## src/rtl/serial_xcvr_pkg.sv

```systemverilog
package serial_xcvr_pkg;

  localparam int unsigned DATA_W  = 9;
  localparam int unsigned FRAME_W = DATA_W + 2;
  localparam int unsigned IDX_W   = 4;

  typedef struct packed {
    logic loop_en;
    logic xcvr_en;
    logic tx_inv;
    logic mode9;
    logic wake_sel;
    logic idle_sel;
    logic par_en;
    logic par_odd;
  } ctrl_t;

  typedef enum logic [1:0] {
    RX_IDLE,
    RX_START,
    RX_DATA,
    RX_STOP
  } rx_state_e;

endpackage

```

## src/rtl/serial_baud_gen.sv

```systemverilog
module serial_baud_gen #(
  parameter int unsigned DIV = 4
) (
  input  logic clk_i,
  input  logic rst_ni,
  input  logic en_i,
  output logic tick_o
);

  localparam int unsigned CntW = (DIV > 1) ? $clog2(DIV) : 1;
  localparam logic [CntW-1:0] CntMax = CntW'(DIV - 1);

  logic [CntW-1:0] cnt_q;

  assign tick_o = en_i && (cnt_q == CntMax);

  always_ff @(posedge clk_i or negedge rst_ni) begin
    if (!rst_ni) begin
      cnt_q <= '0;
    end else if (!en_i || tick_o) begin
      cnt_q <= '0;
    end else begin
      cnt_q <= cnt_q + CntW'(1);
    end
  end

endmodule

```

## src/rtl/serial_tx_engine.sv

```systemverilog
module serial_tx_engine
  import serial_xcvr_pkg::*;
#(
  parameter int unsigned OSR = 16
) (
  input  logic              clk_i,
  input  logic              rst_ni,
  input  logic              en_i,
  input  logic              tick_i,
  input  logic              mode9_i,
  input  logic              par_en_i,
  input  logic              par_odd_i,
  input  logic              load_i,
  input  logic [DATA_W-1:0] data_i,
  output logic              line_o,
  output logic              empty_o,
  output logic              done_o
);

  localparam int unsigned SubW = $clog2(OSR);
  localparam logic [SubW-1:0] SubMax = SubW'(OSR - 1);
  localparam logic [IDX_W-1:0] Last9 = IDX_W'(FRAME_W - 1);
  localparam logic [IDX_W-1:0] Last8 = IDX_W'(FRAME_W - 2);

  logic [DATA_W-1:0]  hold_q;
  logic               hold_full_q;
  logic               busy_q;
  logic [FRAME_W-1:0] shift_q;
  logic [FRAME_W-1:0] frame_d;
  logic [DATA_W-1:0]  fld;
  logic [IDX_W-1:0]   idx_q;
  logic [IDX_W-1:0]   last_q;
  logic [IDX_W-1:0]   last_d;
  logic [SubW-1:0]    sub_q;
  logic               bit_end;
  logic               last_bit;
  logic               start_go;

  // parity replaces the top data slot of the selected length
  always_comb begin
    fld = hold_q;
    if (mode9_i) begin
      if (par_en_i) fld[8] = par_odd_i ^ (^hold_q[7:0]);
      frame_d = {1'b1, fld, 1'b0};
      last_d  = Last9;
    end else begin
      if (par_en_i) fld[7] = par_odd_i ^ (^hold_q[6:0]);
      frame_d = {2'b11, fld[7:0], 1'b0};
      last_d  = Last8;
    end
  end

  assign bit_end  = busy_q && tick_i && (sub_q == SubMax);
  assign last_bit = (idx_q == last_q);
  assign start_go = tick_i && hold_full_q && (!busy_q || (bit_end && last_bit));

  always_ff @(posedge clk_i or negedge rst_ni) begin
    if (!rst_ni) begin
      hold_q      <= '0;
      hold_full_q <= 1'b0;
      busy_q      <= 1'b0;
      shift_q     <= '1;
      idx_q       <= '0;
      last_q      <= '0;
      sub_q       <= '0;
    end else if (!en_i) begin
      hold_full_q <= 1'b0;
      busy_q      <= 1'b0;
      shift_q     <= '1;
      idx_q       <= '0;
      sub_q       <= '0;
    end else begin
      if (load_i && !hold_full_q) begin
        hold_q      <= data_i;
        hold_full_q <= 1'b1;
      end
      if (start_go) begin
        shift_q     <= frame_d;
        last_q      <= last_d;
        busy_q      <= 1'b1;
        idx_q       <= '0;
        sub_q       <= '0;
        hold_full_q <= 1'b0;
      end else if (busy_q && tick_i) begin
        if (sub_q == SubMax) begin
          sub_q <= '0;
          if (last_bit) begin
            busy_q <= 1'b0;
          end else begin
            shift_q <= {1'b1, shift_q[FRAME_W-1:1]};
            idx_q   <= idx_q + IDX_W'(1);
          end
        end else begin
          sub_q <= sub_q + SubW'(1);
        end
      end
    end
  end

  assign line_o  = busy_q ? shift_q[0] : 1'b1;
  assign empty_o = !hold_full_q;
  assign done_o  = !busy_q && !hold_full_q;

endmodule

```

## src/rtl/serial_rx_engine.sv

```systemverilog
module serial_rx_engine
  import serial_xcvr_pkg::*;
#(
  parameter int unsigned OSR = 16
) (
  input  logic              clk_i,
  input  logic              rst_ni,
  input  logic              en_i,
  input  logic              tick_i,
  input  logic              mode9_i,
  input  logic              line_i,
  output logic [DATA_W-1:0] data_o,
  output logic              valid_o
);

  localparam int unsigned SubW = $clog2(OSR);
  localparam logic [SubW-1:0] SubMax  = SubW'(OSR - 1);
  localparam logic [SubW-1:0] HalfMax = SubW'(OSR / 2 - 1);
  localparam logic [IDX_W-1:0] Top9 = IDX_W'(DATA_W - 1);
  localparam logic [IDX_W-1:0] Top8 = IDX_W'(DATA_W - 2);

  rx_state_e         state_q;
  logic [SubW-1:0]   sub_q;
  logic [IDX_W-1:0]  bit_q;
  logic [DATA_W-1:0] shift_q;
  logic [DATA_W-1:0] data_q;
  logic              m9_q;
  logic              valid_q;

  always_ff @(posedge clk_i or negedge rst_ni) begin
    if (!rst_ni) begin
      state_q <= RX_IDLE;
      sub_q   <= '0;
      bit_q   <= '0;
      shift_q <= '0;
      data_q  <= '0;
      m9_q    <= 1'b0;
      valid_q <= 1'b0;
    end else if (!en_i) begin
      state_q <= RX_IDLE;
      sub_q   <= '0;
      valid_q <= 1'b0;
    end else begin
      valid_q <= 1'b0;
      if (tick_i) begin
        case (state_q)
          RX_IDLE: begin
            if (!line_i) begin
              state_q <= RX_START;
              sub_q   <= '0;
              m9_q    <= mode9_i;
            end
          end
          RX_START: begin
            // start must still be low at its middle
            if (sub_q == HalfMax) begin
              sub_q   <= '0;
              bit_q   <= '0;
              state_q <= line_i ? RX_IDLE : RX_DATA;
            end else begin
              sub_q <= sub_q + SubW'(1);
            end
          end
          RX_DATA: begin
            if (sub_q == SubMax) begin
              sub_q   <= '0;
              shift_q <= {line_i, shift_q[DATA_W-1:1]};
              if (bit_q == (m9_q ? Top9 : Top8)) state_q <= RX_STOP;
              else bit_q <= bit_q + IDX_W'(1);
            end else begin
              sub_q <= sub_q + SubW'(1);
            end
          end
          RX_STOP: begin
            if (sub_q == SubMax) begin
              sub_q   <= '0;
              state_q <= RX_IDLE;
              if (line_i) begin
                valid_q <= 1'b1;
                data_q  <= m9_q ? shift_q : {1'b0, shift_q[DATA_W-1:1]};
              end
            end else begin
              sub_q <= sub_q + SubW'(1);
            end
          end
          default: state_q <= RX_IDLE;
        endcase
      end
    end
  end

  assign data_o  = data_q;
  assign valid_o = valid_q;

endmodule

```

## src/rtl/serial_xcvr.sv

```systemverilog
module serial_xcvr
  import serial_xcvr_pkg::*;
#(
  parameter int unsigned BAUD_DIV    = 4,
  parameter int unsigned OSR         = 16,
  parameter int unsigned SYNC_STAGES = 2
) (
  input  logic       clk_i,
  input  logic       rst_ni,
  input  logic       ctl_we_i,
  input  logic [7:0] ctl_wdata_i,
  output logic [7:0] ctl_rdata_o,
  input  logic [8:0] tx_data_i,
  input  logic       tx_load_i,
  output logic [8:0] rx_data_o,
  output logic       rx_valid_o,
  input  logic       rxd_i,
  output logic       txd_o,
  output logic       tx_empty_o,
  output logic       tx_done_o,
  output logic       tx_irq_o
);

  ctrl_t ctrl_q;
  logic  tick;
  logic  eng_line;
  logic  eng_empty;
  logic  eng_done;
  logic  tx_line;
  logic  rx_line;
  logic  pin_sync;

  always_ff @(posedge clk_i or negedge rst_ni) begin
    if (!rst_ni) ctrl_q <= '0;
    else if (ctl_we_i) ctrl_q <= ctrl_t'(ctl_wdata_i);
  end

  assign ctl_rdata_o = ctrl_q;

  generate
    if (SYNC_STAGES <= 1) begin : g_sync1
      logic s_q;
      always_ff @(posedge clk_i or negedge rst_ni) begin
        if (!rst_ni) s_q <= 1'b1;
        else s_q <= rxd_i;
      end
      assign pin_sync = s_q;
    end else begin : g_syncn
      logic [SYNC_STAGES-1:0] s_q;
      always_ff @(posedge clk_i or negedge rst_ni) begin
        if (!rst_ni) s_q <= '1;
        else s_q <= {s_q[SYNC_STAGES-2:0], rxd_i};
      end
      assign pin_sync = s_q[SYNC_STAGES-1];
    end
  endgenerate

  serial_baud_gen #(.DIV(BAUD_DIV)) u_baud (
    .clk_i  (clk_i),
    .rst_ni (rst_ni),
    .en_i   (ctrl_q.xcvr_en),
    .tick_o (tick)
  );

  serial_tx_engine #(.OSR(OSR)) u_tx (
    .clk_i     (clk_i),
    .rst_ni    (rst_ni),
    .en_i      (ctrl_q.xcvr_en),
    .tick_i    (tick),
    .mode9_i   (ctrl_q.mode9),
    .par_en_i  (ctrl_q.par_en),
    .par_odd_i (ctrl_q.par_odd),
    .load_i    (tx_load_i),
    .data_i    (tx_data_i),
    .line_o    (eng_line),
    .empty_o   (eng_empty),
    .done_o    (eng_done)
  );

  // disabled: idle level immediately, flags forced set
  assign tx_line    = ctrl_q.xcvr_en ? eng_line : 1'b1;
  assign txd_o      = tx_line ^ ctrl_q.tx_inv;
  assign rx_line    = ctrl_q.loop_en ? tx_line : pin_sync;
  assign tx_empty_o = !ctrl_q.xcvr_en || eng_empty;
  assign tx_done_o  = !ctrl_q.xcvr_en || eng_done;
  assign tx_irq_o   = ctrl_q.xcvr_en && eng_empty;

  serial_rx_engine #(.OSR(OSR)) u_rx (
    .clk_i   (clk_i),
    .rst_ni  (rst_ni),
    .en_i    (ctrl_q.xcvr_en),
    .tick_i  (tick),
    .mode9_i (ctrl_q.mode9),
    .line_i  (rx_line),
    .data_o  (rx_data_o),
    .valid_o (rx_valid_o)
  );

endmodule

```

## config.mk

```make
export PLATFORM = sky130hd
export DESIGN_NAME = serial_xcvr
export DESIGN_NICKNAME = d
export VERILOG_FILES = /design/src/rtl/serial_xcvr_pkg.sv /design/src/rtl/serial_baud_gen.sv /design/src/rtl/serial_tx_engine.sv /design/src/rtl/serial_rx_engine.sv /design/src/rtl/serial_xcvr.sv
export SDC_FILE = /design/constraint.sdc
export NUM_CORES = 1
export LEC_CHECK = 0
export CORE_ASPECT_RATIO = 0.6
export CORE_MARGIN = 8
export CORE_UTILIZATION = 45
export CTS_CLUSTER_SIZE = 10
export DETAILED_ROUTE_END_ITERATION = 6
export PLACE_DENSITY = 0.67
export SYNTH_ARGS = -nofsm -noshare
export SYNTH_HDL_FRONTEND = slang
export SYNTH_SLANG_ARGS = --single-unit
```

## constraint.sdc

```tcl
create_clock -name clk_i -period 2.35 [get_ports clk_i]
set_input_delay 0.5875 -clock clk_i [delete_from_list [all_inputs] [get_ports clk_i]]
set_output_delay 0.5875 -clock clk_i [all_outputs]
set_load 0.03 [all_outputs]
```

### Yosys cells after proc, flatten, opt, wreduce, memory -nomap -nowiden

Index checks and enable logic that the tools add are counted.

* register bits: 76
* input bits: 22
* output and inout port bits: 22
* word-level logic and storage cells: 143

* bitwise operators: 4
* equal/unequal tests: 23
* reduce and logical (&&, ||, !) cells: 31
* mux-type cells: 56
* $add $sub $neg: 5

Operators by type and width (number)
* $mux W4: 18
* $mux W11: 5
* $mux W2: 10
* $mux W1: 18
* $add A4 B1 Y4 const B: 4
* $ne A3 B1 Y1 const B: 4
* $ne A3 B2 Y1 const B: 4
* $pmux W4 S3: 1
* $reduce_and A6 Y1: 2
* $mux W10: 1
* $logic_and A1 B1 Y1: 9
* $mux W9: 1
* $eq A4 B4 Y1: 2
* $eq A4 B4 Y1 const B: 2
* $pmux W2 S4: 1
* $pmux W4 S2: 1
* $reduce_and A4 Y1: 2
* $reduce_xor A8 Y1: 1
* $reduce_xor A7 Y1: 1
* $eq A2 B2 Y1 const B: 3
* $ne A2 B1 Y1 const B: 3
* $ne A3 B3 Y1 const B: 2
* $reduce_and A2 Y1: 3
* $reduce_and A3 Y1: 2
* other kinds (12): 19

### Depth between registers and ports, before layout

Gate-level depths: netlist (run 1).

* depth after elaboration: 9
* mapped depth: 8
* depth with buffers taken out: 6

### Cells and area by module

From an unflattened synthesis (run 1), not the netlist that was laid out.

* cells, all modules: 306
* area total of the unflattened synthesis: 3547.2 µm²

By module, submodules not included
* serial_tx_engine: area each 1586.5 µm², times used 1, cells each 146, sequential area each 813.3 µm²
* serial_rx_engine: area each 1441.4 µm², times used 1, cells each 128, sequential area each 750.7 µm²
* serial_xcvr: area each 427.9 µm², times used 1, cells each 26, sequential area each 252.7 µm²
* serial_baud_gen: area each 91.3 µm², times used 1, cells each 6, sequential area each 50.0 µm²

### Worst setup path before layout (run 1)

Ideal clock, no wire load.

* kind: reg-to-output
* start: register ctrl_q, in the netlist ctl_rdata_o[6]
* end: output port tx_done_o
* stages on the path, launching flop included: 5
* data required time: 1762 ps
* setup slack: 325 ps
* arrival time: 1437 ps
* buffers on the path: 3
* cell sequence: dfrtp_1 > buf_2 > clkbuf_1 > clkbuf_1 > o21ai_0

* cells in the longest elaborated chain, start to end: 2

Ends and longest elaborated chain
* from (decl): RTL line serial_xcvr.sv:24 `ctrl_t ctrl_q;`
* from (signal assigned): RTL line serial_xcvr.sv:35 `else if (ctl_we_i) ctrl_q <= ctrl_t'(ctl_wdata_i);`
* $logic_not A1 Y1
* $logic_or A1 B1 Y1: RTL line serial_xcvr.sv:85 `assign tx_done_o = !ctrl_q.xcvr_en || eng_done;`
* to (decl): RTL line serial_xcvr.sv:20 `output logic tx_done_o,`

Every way passes these cells.

### Worst setup path after layout (run 1)

* start: register ctrl_q, in the netlist ctl_rdata_o[6]
* end: output port tx_empty_o

* cells in the longest elaborated chain, start to end: 2

Ends and longest elaborated chain
* $logic_not A1 Y1
* $logic_or A1 B1 Y1: RTL line serial_xcvr.sv:84 `assign tx_empty_o = !ctrl_q.xcvr_en || eng_empty;`
* to (decl): RTL line serial_xcvr.sv:19 `output logic tx_empty_o,`

Every way passes these cells.

==> results of run 1 <==
[what timing repair did]
action | in CTS | in global routing
endpoints found under the setup margin | 1 | 1
pin swaps | 0 | 0
gates resized for setup | 2 | 1
cloned | 0 | 0
[placed cells by master, fill, tap and decap left out, drive strengths merged, types with 4 or more instances in the layout]
cell	netlist	routed
nor3	13	13
nand3	10	10
nand2	14	14
nor2b	4	4
o21ai	13	13
clkbuf	5	12
nor2	23	23
mux2i	24	24
or3	5	5
nand2b	4	4
a31oi	8	8
ha	5	5
buf	11	16
nand4	4	4
dfrtp	62	62
clkdlybuf4s50	0	39
clkinv	1	4
xor2	6	6
a21oi	18	18
dfstp	12	12
xnor2	8	8
mux2	28	28
inv	4	5
[worst max path at each step]
stage	depth (start not counted)	startpoint	end	slack, ns
after floorplan	4	ctl_rdata_o[6]	tx_done_o	0.33
after global placement	5	ctl_rdata_o[6]	u_rx.bit_q[0]	0.33
after detailed placement	5	ctl_rdata_o[6]	u_rx.bit_q[0]	0.32
after CTS	2	u_tx.busy_q	tx_done_o	0.05
after global routing	2	ctl_rdata_o[6]	tx_empty_o	0.10
final	2	ctl_rdata_o[6]	tx_empty_o	0.16
[cells by family (layout without fill, tap and decap cells)]
logic type,after synthesis,after routing,share of synthesized area
buffers and inverters,21,77,0.03285
muxes,52,52,0.1586
adders and majority gates,5,5,0.01786
DFF,74,74,0.5329
xor gates and xnor gates,15,15,0.04143
and+or+nand+nor,89,89,0.1332
AOI/OAI and AO/OA,49,49,0.08322
[registers in the layout (all words and copies together), names as in the netlist, 2 cells and up]
signal,flops
u_tx.idx_q,4
u_rx.data_o,9
u_rx.bit_q,4
g_syncn.s_q,2
u_baud.cnt_q,2
u_tx.shift_q,10
u_rx.sub_q,4
u_rx.state_q,2
u_tx.hold_q,9
u_tx.last_q,3
u_tx.sub_q,4
u_rx.shift_q,9
ctl_rdata_o,8
[stage by stage]
step | util | setup WS [ns] | power [mW] | hold WS (ns)
after CTS | 0.5632 | 0.04729 | 3.259 | 0.1930
after global placement | 0.5274 | 0.3337 | 1.962 | 0.3464
final | 0.5636 | 0.1643 | 3.213 | 0.1876
after global routing | 0.5636 | 0.1048 | 3.359 | 0.2146
after floorplan | - | 0.3253 | 1.801 | 0.2919
after detailed placement | 0.5274 | 0.3190 | 1.968 | 0.3472
[layer usage]
metal / vias up / global-route usage / wire (µm) / share of wire
met4: 0 / 0.05346 / 83 / 0.011
met2: 39 / 0.2042 / 3180 / 0.44
met5: - / 0 / 0 / 0
met3: 7 / 0.06325 / 378 / 0.052
met1: 1202 / 0.2024 / 3661 / 0.50
li1: 1187 / - / - / -
[critical path: cells and delay by family (launching register included)]
family	cells	cell delay, ns
DFF	1	0.50
and+or+nand+nor	1	0.10
buffers and inverters	1	0.67
[where the power goes]
group / switching, mW / total, mW / leakage, nW / internal (mW)
clock network: 0.526 / 1.27 / 0.137 / 0.746
logic: 0.228 / 0.503 / 0.765 / 0.276
registers: 0.0806 / 1.44 / 0.950 / 1.36
total: 0.834 / 3.21 / 1.85 / 2.38
[final cells by class]
class                           instances  area (µm²)  share of cell area
Clock buffer                           12       246.5             0.05661
Clock inverter                          4       27.53            0.006322
Inverter                                5       20.02            0.004598
Multi-Input combinational cell        210        1521              0.3494
Sequential cell                        74        1868              0.4290
Tap cell                              108       135.1             0.03103
Timing Repair Buffer                   56       535.5              0.1230
==> metrics.log, run 1 <==
[metrics] final routed wire length divided by cell count: 15.57 µm
[metrics] cell type with the highest aggregate area in the netlist: sky130_fd_sc_hd__dfrtp_1
[metrics] effective utilization at floorplan: 0.4534
[metrics] total global routing overflow: 0
[metrics] R2R Setup Slk: 0.36 ns
[metrics] critical path capture point type: output port
[metrics] leak pwr: 1.851 nW
[metrics] Post-synth EDFFs: 0
[metrics] run status: completed
[metrics] Post-Synthesis Cell Area: 3503 µm²
[metrics] vias per inst: 5.192
[metrics] placer congestion estimate: 0.7459
[metrics] number of ports placed on the die boundary: 44
[metrics] clock insertion delay at the later pin of the skew report: 0.34 ns
[metrics] total global routing track utilization: 0.1487
[metrics] Synth Instances: 305
[metrics] number of unique standard cell types used by synthesis: 46
[metrics] Req. time, crit path: 1.76 ns
[metrics] area overhead of the layout relative to synthesis: 24.29%
[metrics] Avg Synthesized Cell Area: 11.49 µm²
[metrics] total length of routed wires: 7.304 mm
[metrics] relative slew slack: 0.7088
[metrics] clock tree from TritonCTS: built
[metrics] count of antenna-violating nets left after detailed routing: 0
[metrics] reg2reg start: u_baud.cnt_q[0]
[metrics] wire length of the first global-routing pass: 12.81 mm
[metrics] summed area of non-filler cells in the final layout: 4354 µm²
[metrics] Period minus WS final: 2.186 ns
[metrics] most area-consuming cells after synthesis: sky130_fd_sc_hd__dfrtp_1 44%, sky130_fd_sc_hd__dfstp_2 9.0%, sky130_fd_sc_hd__mux2_2 9.0%
[metrics] Post-CTS Setup Bufs: 0
[metrics] TritonCTS buffer count: 9
[metrics] setup-violating endpoint count in the final report: 0
[metrics] delay of the slowest cell on the worst path: 0.67 ns
[metrics] Clock Sinks: 74
[metrics] Final Cycle Share: 0.9301
[metrics] setup repair after global routing missed its margin: false
[metrics] Final Max Tran Viols: 0
[metrics] hold bufs inserted after CTS: 0
[metrics] clock root buffer: sky130_fd_sc_hd__clkbuf_16
[metrics] largest net degree at the start of global routing: 45
[metrics] Post-Route Skew: 0.007798 ns
[metrics] floorplan die height: 84.35 µm
[metrics] kind of path behind the tightest hold check: input port to async pin
[metrics] via count of the first global-routing pass: 2535
[metrics] fillcell total: 675
[metrics] placed cell count: 453
[metrics] number of design-rule violations left by the first detailed-router iteration: 289
[metrics] fraction of final layout cells sized beyond drive strength 1: 0.2188
[metrics] main flop type after synthesis: sky130_fd_sc_hd__dfrtp_1
[metrics] number of placement rows: 25
[metrics] Core Box Area: 7726 µm²
[metrics] sum of negative setup slack: 0 ns
[metrics] number of nets in the synthesized netlist: 332
[metrics] number of H-tree levels: 3
[metrics] Yosys reg bits: 74
[metrics] pwr/cell area: 738.0 nW/µm²
[metrics] number of nets in the final layout: 383
[metrics] area of the die: 10960 µm²
[metrics] most instantiated library cell after synthesis: sky130_fd_sc_hd__dfrtp_1
[metrics] highest achievable clock rate: 457.5 MHz
[metrics] floorplan die width: 129.9 µm
[metrics] capture point of the worst reg-to-reg path: u_tx.shift_q[7]
[metrics] fraction of synthesized cell area taken by the top area cell type: 0.4429
[metrics] Post-Layout Cell Count: 469
[metrics] DPL Wire Length: 5.226 mm
[metrics] number of diodes added for antenna fixing: 0
[metrics] Fin. Hold Viols: 0
[metrics] remaining design rule violation count: 0
[metrics] CTS clock-pin slew for the worst setup and hold paths: 0.06 ns
[metrics] cell breakdown of the critical path: nand2_1 -> clkdlybuf4s50_1
[metrics] critical-path maximum fanout: 13
[metrics] element type at the critical path start: flip-flop
[metrics] crit path max-delay cell type: sky130_fd_sc_hd__clkdlybuf4s50_1
[metrics] share of synthesized flip-flops with an asynchronous set or reset: 1.000
[metrics] slew of the pin with the lowest slew margin: 0.4357 ns
[metrics] reported max-cap violation count: 0
[metrics] drt pass-1 iters: 4
[metrics] Max VDD drop: 0.4808 mV
[metrics] number of antenna violations at the first check in global routing: 0
[metrics] part of the Yosys area used for sequential elements: 0.5329
[metrics] count of synthesis-stage warnings from yosys: 0
[metrics] arrival time at the worst endpoint: 1.60 ns
[metrics] count of buffers from port buffering: 43
[metrics] cell types with the highest counts after synthesis: 62 x sky130_fd_sc_hd__dfrtp_1, 28 x sky130_fd_sc_hd__mux2_2, 24 x sky130_fd_sc_hd__mux2i_1, 23 x sky130_fd_sc_hd__nor2_1, 18 x sky130_fd_sc_hd__a21oi_1
[metrics] cells on worst reg2reg path: 7
[metrics] via count of the routed design: 2435
[metrics] post-detailed-placement cell area: 4075 µm²
[metrics] type of the setup path with the least slack: flip-flop to output port
[metrics] clk buf depth: 2
(Power assumes the default switching activity.)
==> run 2: changes to the inputs <==
Settings changed: CORE_MARGIN 8 to unset, TNS_END_PERCENT set to 5.
==> metrics.log, run 2 (synthesized netlist as in run 1, its figures left out) <==
[metrics] run status: completed
[metrics] area of the die: 8154 µm²
[metrics] Final Max Tran Viols: 0
[metrics] via count of the routed design: 2440
[metrics] total global routing track utilization: 0.1972
[metrics] setup-violating endpoint count in the final report: 0
[metrics] total length of routed wires: 6.896 mm
[metrics] area taken by multi-input logic gates: 1521 µm²
[metrics] number of diodes added for antenna fixing: 0
[metrics] sum of negative setup slack: 0 ns
[metrics] Max VDD drop: 0.4149 mV
[metrics] count of antenna-violating nets left after detailed routing: 0
[metrics] reported max-cap violation count: 0
[metrics] count of buffers from port buffering: 43
[metrics] R2R Setup Slk: 0.36 ns
[metrics] fraction of final layout cells sized beyond drive strength 1: 0.2216
[metrics] smallest setup slack after layout: 0.1130 ns
[metrics] arrival time at the worst endpoint: 1.65 ns
[metrics] sequential standard cell area: 1868 µm²
[metrics] reg2reg start: u_rx.sub_q[0]
[metrics] fillcell total: 641
[metrics] Core Box Area: 7387 µm²
[metrics] startpoint of the most critical setup path: u_tx.busy_q
[metrics] largest net degree at the start of global routing: 75
[metrics] via count of the first global-routing pass: 2380
[metrics] number of ports placed on the die boundary: 44
[metrics] clock tree from TritonCTS: built
[metrics] max FFs per register: 10
[metrics] Clock Sinks: 74
[metrics] Fin. Hold Viols: 0
[metrics] capture point of the worst reg-to-reg path: u_rx.bit_q[0]
[metrics] TritonCTS buffer count: 9
[metrics] pwr/cell area: 767.0 nW/µm²
[metrics] leak pwr: 1.861 nW
[metrics] wire length of the first global-routing pass: 12.08 mm
[metrics] total global routing overflow: 0
[metrics] Period minus WS final: 2.237 ns
[metrics] DP Worst Slack: 0.3703 ns
[metrics] most frequent standard cell in the layout excluding fill and tap cells: sky130_fd_sc_hd__dfrtp_1
[metrics] Req. time, crit path: 1.76 ns
[metrics] highest achievable clock rate: 447.0 MHz
[metrics] Final Cycle Share: 0.9519
[metrics] most frequent cells in the layout: 61 x sky130_fd_sc_hd__dfrtp_1, 40 x sky130_fd_sc_hd__clkdlybuf4s50_1, 28 x sky130_fd_sc_hd__mux2_2
[metrics] number of placement rows: 24
[metrics] drt pass-1 iters: 4
[metrics] number of H-tree levels: 3
[metrics] clock root buffer: sky130_fd_sc_hd__clkbuf_16
[metrics] floorplan die width: 115.9 µm
[metrics] area overhead of the layout relative to synthesis: 25.07%
[metrics] floorplan die height: 70.35 µm
[metrics] final routed wire length divided by cell count: 14.83 µm
[metrics] number of nets in the final layout: 383
[metrics] element type at the critical path start: flip-flop
[metrics] final hold slack: 0.2627 ns
[metrics] CTS clock-pin slew for the worst setup and hold paths: 0.06 ns
[metrics] number of antenna violations at the first check in global routing: 0
[metrics] slew of the pin with the lowest slew margin: 0.4226 ns
[metrics] setup repair after global routing missed its margin: false
[metrics] kind of path behind the tightest hold check: input port to async pin
[metrics] capture point of the worst path: tx_done_o
[metrics] clk buf depth: 2
[metrics] critical path capture point type: output port
[metrics] effective utilization at floorplan: 0.4743
[metrics] remaining design rule violation count: 0
[metrics] Post-Route Skew: 0.008668 ns
[metrics] largest reg by FF count: u_tx.shift_q
[metrics] placer congestion estimate: 0.7786
[metrics] clock insertion delay at the later pin of the skew report: 0.33 ns
[metrics] DPL Wire Length: 4.712 mm
[metrics] relative slew slack: 0.7176
[metrics] cells on worst reg2reg path: 5
[metrics] number of design-rule violations left by the first detailed-router iteration: 108
[metrics] critical-path maximum fanout: 7
[metrics] type of the setup path with the least slack: flip-flop to output port
[metrics] vias per inst: 5.247
-- run 2: cell count changes in the layout (fill, tap and decap cells not counted), sizes merged --
cell           change
dlymetal6s2s       -1
bufinv             +1
clkdlybuf4s50      +1
clkbuf             -1
clkinvlp           +1
clkinv             -1
-- run 2: how the worst min path moves through the flow --
stage	from	to	slack [ns]	cells past startpoint
2_1_floorplan	rst_ni	ctl_rdata_o[0]	0.29	0
3_3_place_gp	g_syncn.s_q[0]	g_syncn.s_q[1]	0.35	0
5_1_grt	rst_ni	u_tx.hold_q[4]	0.30	2
4_1_cts	rst_ni	u_tx.hold_q[4]	0.29	2
3_5_place_dp	g_syncn.s_q[0]	g_syncn.s_q[1]	0.35	0
6_report	rst_ni	u_tx.hold_q[4]	0.26	2
-- run 2: layout make-up --
cell class	count	share of cell area
repair buffers	56	0.1211
multi-input cells	210	0.3472
well taps	104	0.02970
clock inverters	5	0.01371
inverters	5	0.004283
clock buffers	11	0.05768
flip-flops and latches	74	0.4263
-- run 2: timing repair --
item                                   4_1_cts  5_1_grt
hold buffers                                 0        0
gates resized for setup                      0        1
endpoints found under the hold margin        0        0
buffers inserted                             0        0
setup endpoints to repair                    0        2
-- run 2: through the flow --
stage / utilization / power [mW] / area (µm²) / std cells
after floorplan: - / 1.801 / 3503 / 305
after global placement: 0.5506 / 1.966 / 4068 / 449
after detailed placement: 0.5506 / 1.967 / 4068 / 449
after CTS: 0.5930 / 3.402 / 4380 / 465
after global routing: 0.5932 / 3.497 / 4382 / 465
final: 0.5932 / 3.361 / 4382 / 465
-- run 2: power by group --
group	switching, mW	leakage [nW]	total [mW]	internal, mW
sequential	0.0804	0.950	1.44	1.36
clock	0.529	0.152	1.41	0.883
combinational	0.233	0.760	0.510	0.277
total	0.843	1.86	3.36	2.52
-- run 2: worst max-delay path, stage by stage, from the launching register on --
cell and delay, ns:
sky130_fd_sc_hd__dfrtp_1 0.46, sky130_fd_sc_hd__o21ai_0 0.17, sky130_fd_sc_hd__clkdlybuf4s50_1 0.69
-- run 2: layer usage --
metal  track usage  vias to the layer above  wire, µm
li1              -                     1198         -
met1        0.2938                     1193      3695
met2        0.2606                       42      2811
met3       0.07292                        7       317
met4       0.06410                        0        70
met5             0                        -         0
==> run 3: changes to the inputs <==
Settings changed: SKIP_LAST_GASP set to 1.
==> results of run 3 <==
Same layout as run 2: the final DEF is identical, and so are final timing and power.
